## src/rtl/ptrd_pkg.sv

```systemverilog
package ptrd_pkg;

    typedef enum logic [1:0] {
        ST_IDLE = 2'd0,
        ST_ADDR = 2'd1,
        ST_TURN = 2'd2,
        ST_DATA = 2'd3
    } ptrd_state_e;

endpackage

```

## src/rtl/ptrd_owed.sv

```systemverilog
module ptrd_owed (
    input  logic attn_n,
    input  logic burst_n,
    input  logic phase_live,
    output logic owed_next
);

    // Burst low: at least two words remain, so one remains after any completion.
    // Burst high with attention low: exactly one remains.
    always_comb begin
        owed_next = 1'b0;
        if (!attn_n) begin
            owed_next = !burst_n || !phase_live;
        end
    end

endmodule

```

## src/rtl/ptrd_addr_cap.sv

```systemverilog
module ptrd_addr_cap #(
    parameter int DATA_W = 32
) (
    input  logic              clk,
    input  logic              rst_n,
    input  logic              cap_en,
    input  logic [DATA_W-1:0] dq_in,
    output logic [DATA_W-1:0] addr_q,
    output logic              addr_vld_q
);

    logic [DATA_W-1:0] addr_d;
    logic              addr_vld_d;

    always_comb begin
        addr_d     = addr_q;
        addr_vld_d = cap_en;
        if (cap_en) begin
            addr_d = dq_in;
        end
    end

    always_ff @(posedge clk) begin
        if (!rst_n) begin
            addr_q     <= '0;
            addr_vld_q <= 1'b0;
        end else begin
            addr_q     <= addr_d;
            addr_vld_q <= addr_vld_d;
        end
    end

endmodule

```

## src/rtl/ptrd_responder.sv

```systemverilog
module ptrd_responder
    import ptrd_pkg::*;
#(
    parameter int                     DATA_W     = 32,
    parameter int                     REG_ADR_W  = 5,
    parameter logic [REG_ADR_W-1:0]   FIFO_REG   = 5'd11,
    parameter bit                     FETCH_ADDR = 1'b1,
    localparam int                    BE_W       = DATA_W / 8
) (
    input  logic                 clk,
    input  logic                 rst_n,
    input  logic                 attn_n,
    input  logic                 burst_n,
    input  logic [BE_W-1:0]      bridge_be_n,
    output logic                 adr_strobe_n,
    input  logic [DATA_W-1:0]    dq_in,
    output logic [DATA_W-1:0]    dq_out,
    output logic                 dq_oe,
    output logic                 sel_n,
    output logic [REG_ADR_W-1:0] reg_adr,
    output logic [BE_W-1:0]      be_n,
    output logic                 wr_n,
    output logic                 rdy_n,
    input  logic                 src_valid,
    input  logic [DATA_W-1:0]    src_data,
    output logic                 src_ready,
    output logic [DATA_W-1:0]    addr_out,
    output logic                 addr_vld
);

    typedef struct packed {
        ptrd_state_e       st;
        logic              strobe_n;
        logic              sel_n;
        logic              wr_n;
        logic              oe;
        logic [DATA_W-1:0] dq;
    } regs_t;

    localparam regs_t REGS_RST = '{
        st:       ST_IDLE,
        strobe_n: 1'b1,
        sel_n:    1'b1,
        wr_n:     1'b1,
        oe:       1'b0,
        dq:       '0
    };

    regs_t r_d, r_q;
    logic  take;
    logic  cap_en;
    logic  phase_live;
    logic  owed_next;

    assign phase_live = !r_q.wr_n;

    ptrd_owed u_owed (
        .attn_n     (attn_n),
        .burst_n    (burst_n),
        .phase_live (phase_live),
        .owed_next  (owed_next)
    );

    ptrd_addr_cap #(
        .DATA_W (DATA_W)
    ) u_addr (
        .clk        (clk),
        .rst_n      (rst_n),
        .cap_en     (cap_en),
        .dq_in      (dq_in),
        .addr_q     (addr_out),
        .addr_vld_q (addr_vld)
    );

    always_comb begin
        r_d    = r_q;
        take   = 1'b0;
        cap_en = 1'b0;
        unique case (r_q.st)
            ST_IDLE: begin
                if (!attn_n) begin
                    if (FETCH_ADDR) begin
                        r_d.st       = ST_ADDR;
                        r_d.strobe_n = 1'b0;
                    end else begin
                        r_d.st    = ST_DATA;
                        r_d.sel_n = 1'b0;
                        take      = src_valid;
                    end
                end
            end
            ST_ADDR: begin
                // address sits on dq_in during this cycle; latch at its end
                r_d.strobe_n = 1'b1;
                r_d.st       = ST_TURN;
                cap_en       = 1'b1;
            end
            ST_TURN: begin
                r_d.st    = ST_DATA;
                r_d.sel_n = 1'b0;
                take      = src_valid && !attn_n;
            end
            ST_DATA: begin
                if (owed_next) begin
                    take = src_valid;
                end else begin
                    r_d.st    = ST_IDLE;
                    r_d.sel_n = 1'b1;
                end
            end
            default: r_d = REGS_RST;
        endcase
        r_d.wr_n = !take;
        r_d.oe   = take;
        r_d.dq   = take ? src_data : '0;
    end

    always_ff @(posedge clk) begin
        if (!rst_n) begin
            r_q <= REGS_RST;
        end else begin
            r_q <= r_d;
        end
    end

    assign adr_strobe_n = r_q.strobe_n;
    assign sel_n        = r_q.sel_n;
    assign wr_n         = r_q.wr_n;
    assign rdy_n        = r_q.wr_n;
    assign dq_oe        = r_q.oe;
    assign dq_out       = r_q.dq;
    assign src_ready    = take;
    assign reg_adr      = r_q.sel_n ? '0 : FIFO_REG;
    assign be_n         = r_q.sel_n ? '1 : bridge_be_n;

    AST_STROBE_SINGLE: assert property (@(posedge clk) disable iff (!rst_n)
        !adr_strobe_n |=> adr_strobe_n);
    AST_ADDR_PULSE: assert property (@(posedge clk) disable iff (!rst_n)
        !adr_strobe_n |=> addr_vld);
    AST_TURN_QUIET: assert property (@(posedge clk) disable iff (!rst_n)
        !adr_strobe_n |=> !dq_oe);
    AST_STROBE_QUIET: assert property (@(posedge clk) disable iff (!rst_n)
        !adr_strobe_n |-> !dq_oe);
    AST_PHASE_SELECTED: assert property (@(posedge clk) disable iff (!rst_n)
        !wr_n |-> !sel_n);
    AST_WORD_HAD_VALID: assert property (@(posedge clk) disable iff (!rst_n)
        !wr_n |-> $past(src_valid));
    AST_NO_WRITE_UNATTN: assert property (@(posedge clk) disable iff (!rst_n)
        !wr_n |-> !attn_n);
    AST_LAST_OWED: assert property (@(posedge clk) disable iff (!rst_n)
        (!wr_n && burst_n && !attn_n) |=> wr_n);
    AST_RELEASE: assert property (@(posedge clk) disable iff (!rst_n)
        (r_q.st == ST_DATA && attn_n && wr_n) |=> (sel_n && !dq_oe));
    AST_IDLE_IGNORE: assert property (@(posedge clk) disable iff (!rst_n)
        attn_n |-> !src_ready);

endmodule

```

## config.mk

```make
export PLATFORM = sky130hd
export DESIGN_NAME = ptrd_responder
export DESIGN_NICKNAME = d
export VERILOG_FILES = /design/src/rtl/ptrd_pkg.sv /design/src/rtl/ptrd_owed.sv /design/src/rtl/ptrd_addr_cap.sv /design/src/rtl/ptrd_responder.sv
export SDC_FILE = /design/constraint.sdc
export NUM_CORES = 1
export LEC_CHECK = 0
export ABC_AREA = 1
export ABC_CLOCK_PERIOD_IN_PS = 1500
export BUFFER_PORTS_ARGS = -buffer_cell sky130_fd_sc_hd__buf_4
export CAP_MARGIN = 25
export CORE_MARGIN = 4
export CORE_UTILIZATION = 45
export CTS_BUF_LIST = sky130_fd_sc_hd__clkbuf_8
export CTS_CLUSTER_DIAMETER = 100
export DETAILED_ROUTE_END_ITERATION = 16
export GPL_TIMING_DRIVEN = 1
export PLACE_DENSITY = 0.81
export SLEW_MARGIN = 10
export SYNTH_ARGS = -nofsm -noshare
export SYNTH_HDL_FRONTEND = slang
export SYNTH_SLANG_ARGS = --single-unit
```

## constraint.sdc

```tcl
create_clock -name clk -period 1.5 [get_ports clk]
set_clock_uncertainty 0.05 [all_clocks]
set_input_delay 0.15 -clock clk [delete_from_list [all_inputs] [get_ports clk]]
set_output_delay 0.15 -clock clk [all_outputs]
set_load 0.03 [all_outputs]
```

==> results.ini <==
[clocking]
clkSinkCount = 71
insertion_delay_ns = 0.31
cts.path.max_buffers = 2
numCtsBuffers = 9
h-tree-depth = 3
root_buffer = clkbuf_8
clk_pin_slew_worst_paths_ns = 0.07
cts_tree = built

[place]
port_buffers = 150
dp_hpwl_um = 4840
gp_congestion = 0.808

[floorplan]
ios = 153
fp.coreArea_mm2 = 0.00589
die-area_mm2 = 0.00733
die_w_um = 85.6
floorplan.die.height_um = 85.6
rows = 28
start_util_pct = 46.1

[power]
power.density_mw_per_mm2 = 1450
combPwrFrac_pct = 42.7
p_int_uw = 4010
pwr-share-clk_pct = 19.8
swShare_pct = 39.6
seqPwrFrac_pct = 37.5
peakVddDrop_v = 0.00111
power.switching_uw = 2630
total_power_uw = 6640
leakagePower_uw = 0.00234

[setup_path]
reg2regPathDepth = 8
start_kind = flop
critPathRequiredTime_ns = 1.30
cp_max_fo = 4
worstPathArrival_ns = 1.40
crit_path_end_kind = output pin
worstSetupPathType = reg -> out

[detailed_routing]
vias = 2763
firstDrtPassIters = 4
viasPerCell = 4.76
antenna_left = 0
wl_um = 9780
drc = 0
drtIter0Drc = 139
routedWlPerCell_um = 16.9

[sta]
hold_viol = 0
setup_slack_ns = -0.0985
slew_viol_final = 0
fmax_mhz = 626
period_needed_ns = 1.60
rsz0062_at_grt = yes
fin_crit_sh_pct = 107
hold_slack_ns = 0.00857
finalSetupViolCount = 35

[synthesis]
syn_inst = 331
synthTopCellsByArea = dfxtp_1 52%, nor2_1 13%, buf_4 11%
avgSynthCellArea_um2 = 8.19
synthDistinctLibCells = 19
yosys.area.top_type = dfxtp_1
ys_ff_latch = 71
yosysSeqAreaShare_pct = 52.4
yosys_warnings = 0
synth.cell_area_mm2 = 0.00271
synth_top_area_share_pct = 52.4

[cells_and_area]
syn_to_final_growth_pct = 69.6
layout_commonest_cell = buf_4
diodes = 0
fillers = 337
drive_above_1_share_pct = 44.0
fin_nets = 579
most-common-layout-cells = 153 x buf_4, 70 x nor2_1, 69 x dfxtp_1, 47 x dlygate4sd3_1, 45 x inv_1

[global_routing]
grt_usage_pct = 21.9
antenna_found_initial = 0
grt_max_degree = 39
grt_pass1_wl_um = 12700
grt_pass1_vias = 2675
grt_remaining_overflow = 0

[outcome]
violations = setup timing
status = finished with violations

[flow_run]
maxCapViolCount = 0

[hold_path]
hold_depth = 3
hold_class = in -> reg

[state kept, by name (all words and copies together) (netlist names)]
register / flops
u_addr.addr_vld_q: 1
rdy_n: 1
r_q: 2
u_addr.addr_q: 32
dq_out: 32
sel_n: 1
adr_strobe_n: 1
dq_oe: 1
[routing by layer]
layer  global-route usage, %  routed length [um]  vias to the layer above
met5                       0                   0                        -
met4                    9.64                 386                        0
met3                    4.90                 665                       38
met2                    41.2                5160                      146
met1                    23.2                3570                     1294
li1                        -                   -                     1285
[layout make-up]
| class | instances | area (um2) | share of cell area (%) |
|---|---|---|---|
| Timing Repair Buffer | 209 | 1790 | 38.9 |
| Multi-Input combinational cell | 165 | 948 | 20.6 |
| Sequential cell | 71 | 1430 | 31.1 |
| Clock buffer | 11 | 151 | 3.29 |
| Clock inverter | 3 | 12.5 | 0.272 |
| Inverter | 46 | 175 | 3.81 |
| Tap cell | 75 | 93.8 | 2.04 |
[Yosys cell counts]
| library cell | instances |
|---|---|
| nor2_1 | 93 |
| dfxtp_1 | 71 |
| inv_1 | 46 |
| buf_4 | 38 |
| o21ai_0 | 33 |
| nand2_1 | 10 |
| nor2_2 | 8 |
| clkbuf_1 | 7 |
| nand3_1 | 5 |
| ha_1 | 4 |
| or2_2 | 4 |
| buf_6 | 3 |
| a21oi_1 | 2 |
| buf_2 | 2 |
| conb_1 | 1 |
| nand2_2 | 1 |
| nand2_4 | 1 |
| nand3_4 | 1 |
| nor2_4 | 1 |
[cell families after synthesis]
family          count (synthesis)  synth area share (%)
other cells                     1                 0.138
simple gates                  124                  19.7
compound gates                 35                  6.46
flops                          71                  52.4
fa+ha+maj                       4                  1.85
buf+inv                        96                  19.5
[worst max-delay path: stages (launching register included)]
cell	delay, ns
dfxtp_4	0.36
inv_2	0.08
ha_4	0.16
nor2_2	0.05
nor2_2	0.15
nand2_2	0.08
inv_2	0.06
buf_6	0.12
[power groups by stage]
| stage | Clock (uW) | Combinational (uW) | Sequential (uW) |
|---|---|---|---|
| 3_5_place_dp | 0 | 2520 | 2480 |
| 6_report | 1320 | 2830 | 2490 |
| 3_3_place_gp | 0 | 2480 | 2470 |
| 4_1_cts | 1300 | 2670 | 2470 |
| 5_1_grt | 1420 | 3040 | 2540 |
| 2_1_floorplan | 0 | 903 | 3110 |
[path summary, 6_finish.rpt]
check,endpoint,slack [ns],from
worst min-delay path,u_addr.addr_q[22]$_SDFFE_PN0P_,0.009,dq_in[22]
worst min register to register,u_addr.addr_q[3]$_SDFFE_PN0P_,0.45,u_addr.addr_q[3]$_SDFFE_PN0P_
worst max register to register,dq_out[9]$_SDFF_PN0_,-0.08,r_q[36]$_SDFFE_PN0P_
worst max-delay path,src_ready,-0.1,r_q[36]$_SDFFE_PN0P_
[stage by stage]
stage	cell area (um2)	util (%)	instances	worst slack [ns]	setup TNS (ns)
2_1_floorplan	2720	-	332	0.192	0
6_report	4600	78.1	580	-0.0985	-1.44
4_1_cts	4330	73.5	575	-0.0496	-0.0496
3_5_place_dp	3630	61.8	511	0.0670	0
5_1_grt	4600	78.1	580	-0.152	-2.93
3_3_place_gp	3630	61.8	511	0.146	0
[what timing repair did]
item / in CTS / in global routing
setup buffers: 3 / 0
pin swaps: 4 / 4
hold endpoints to repair: 47 / 0
setup endpoints to repair: 1 / 28
hold buffers: 47 / 0
resized for setup: 13 / 47
gates cloned: 0 / 5
Power figures use the tool's default switching activity.
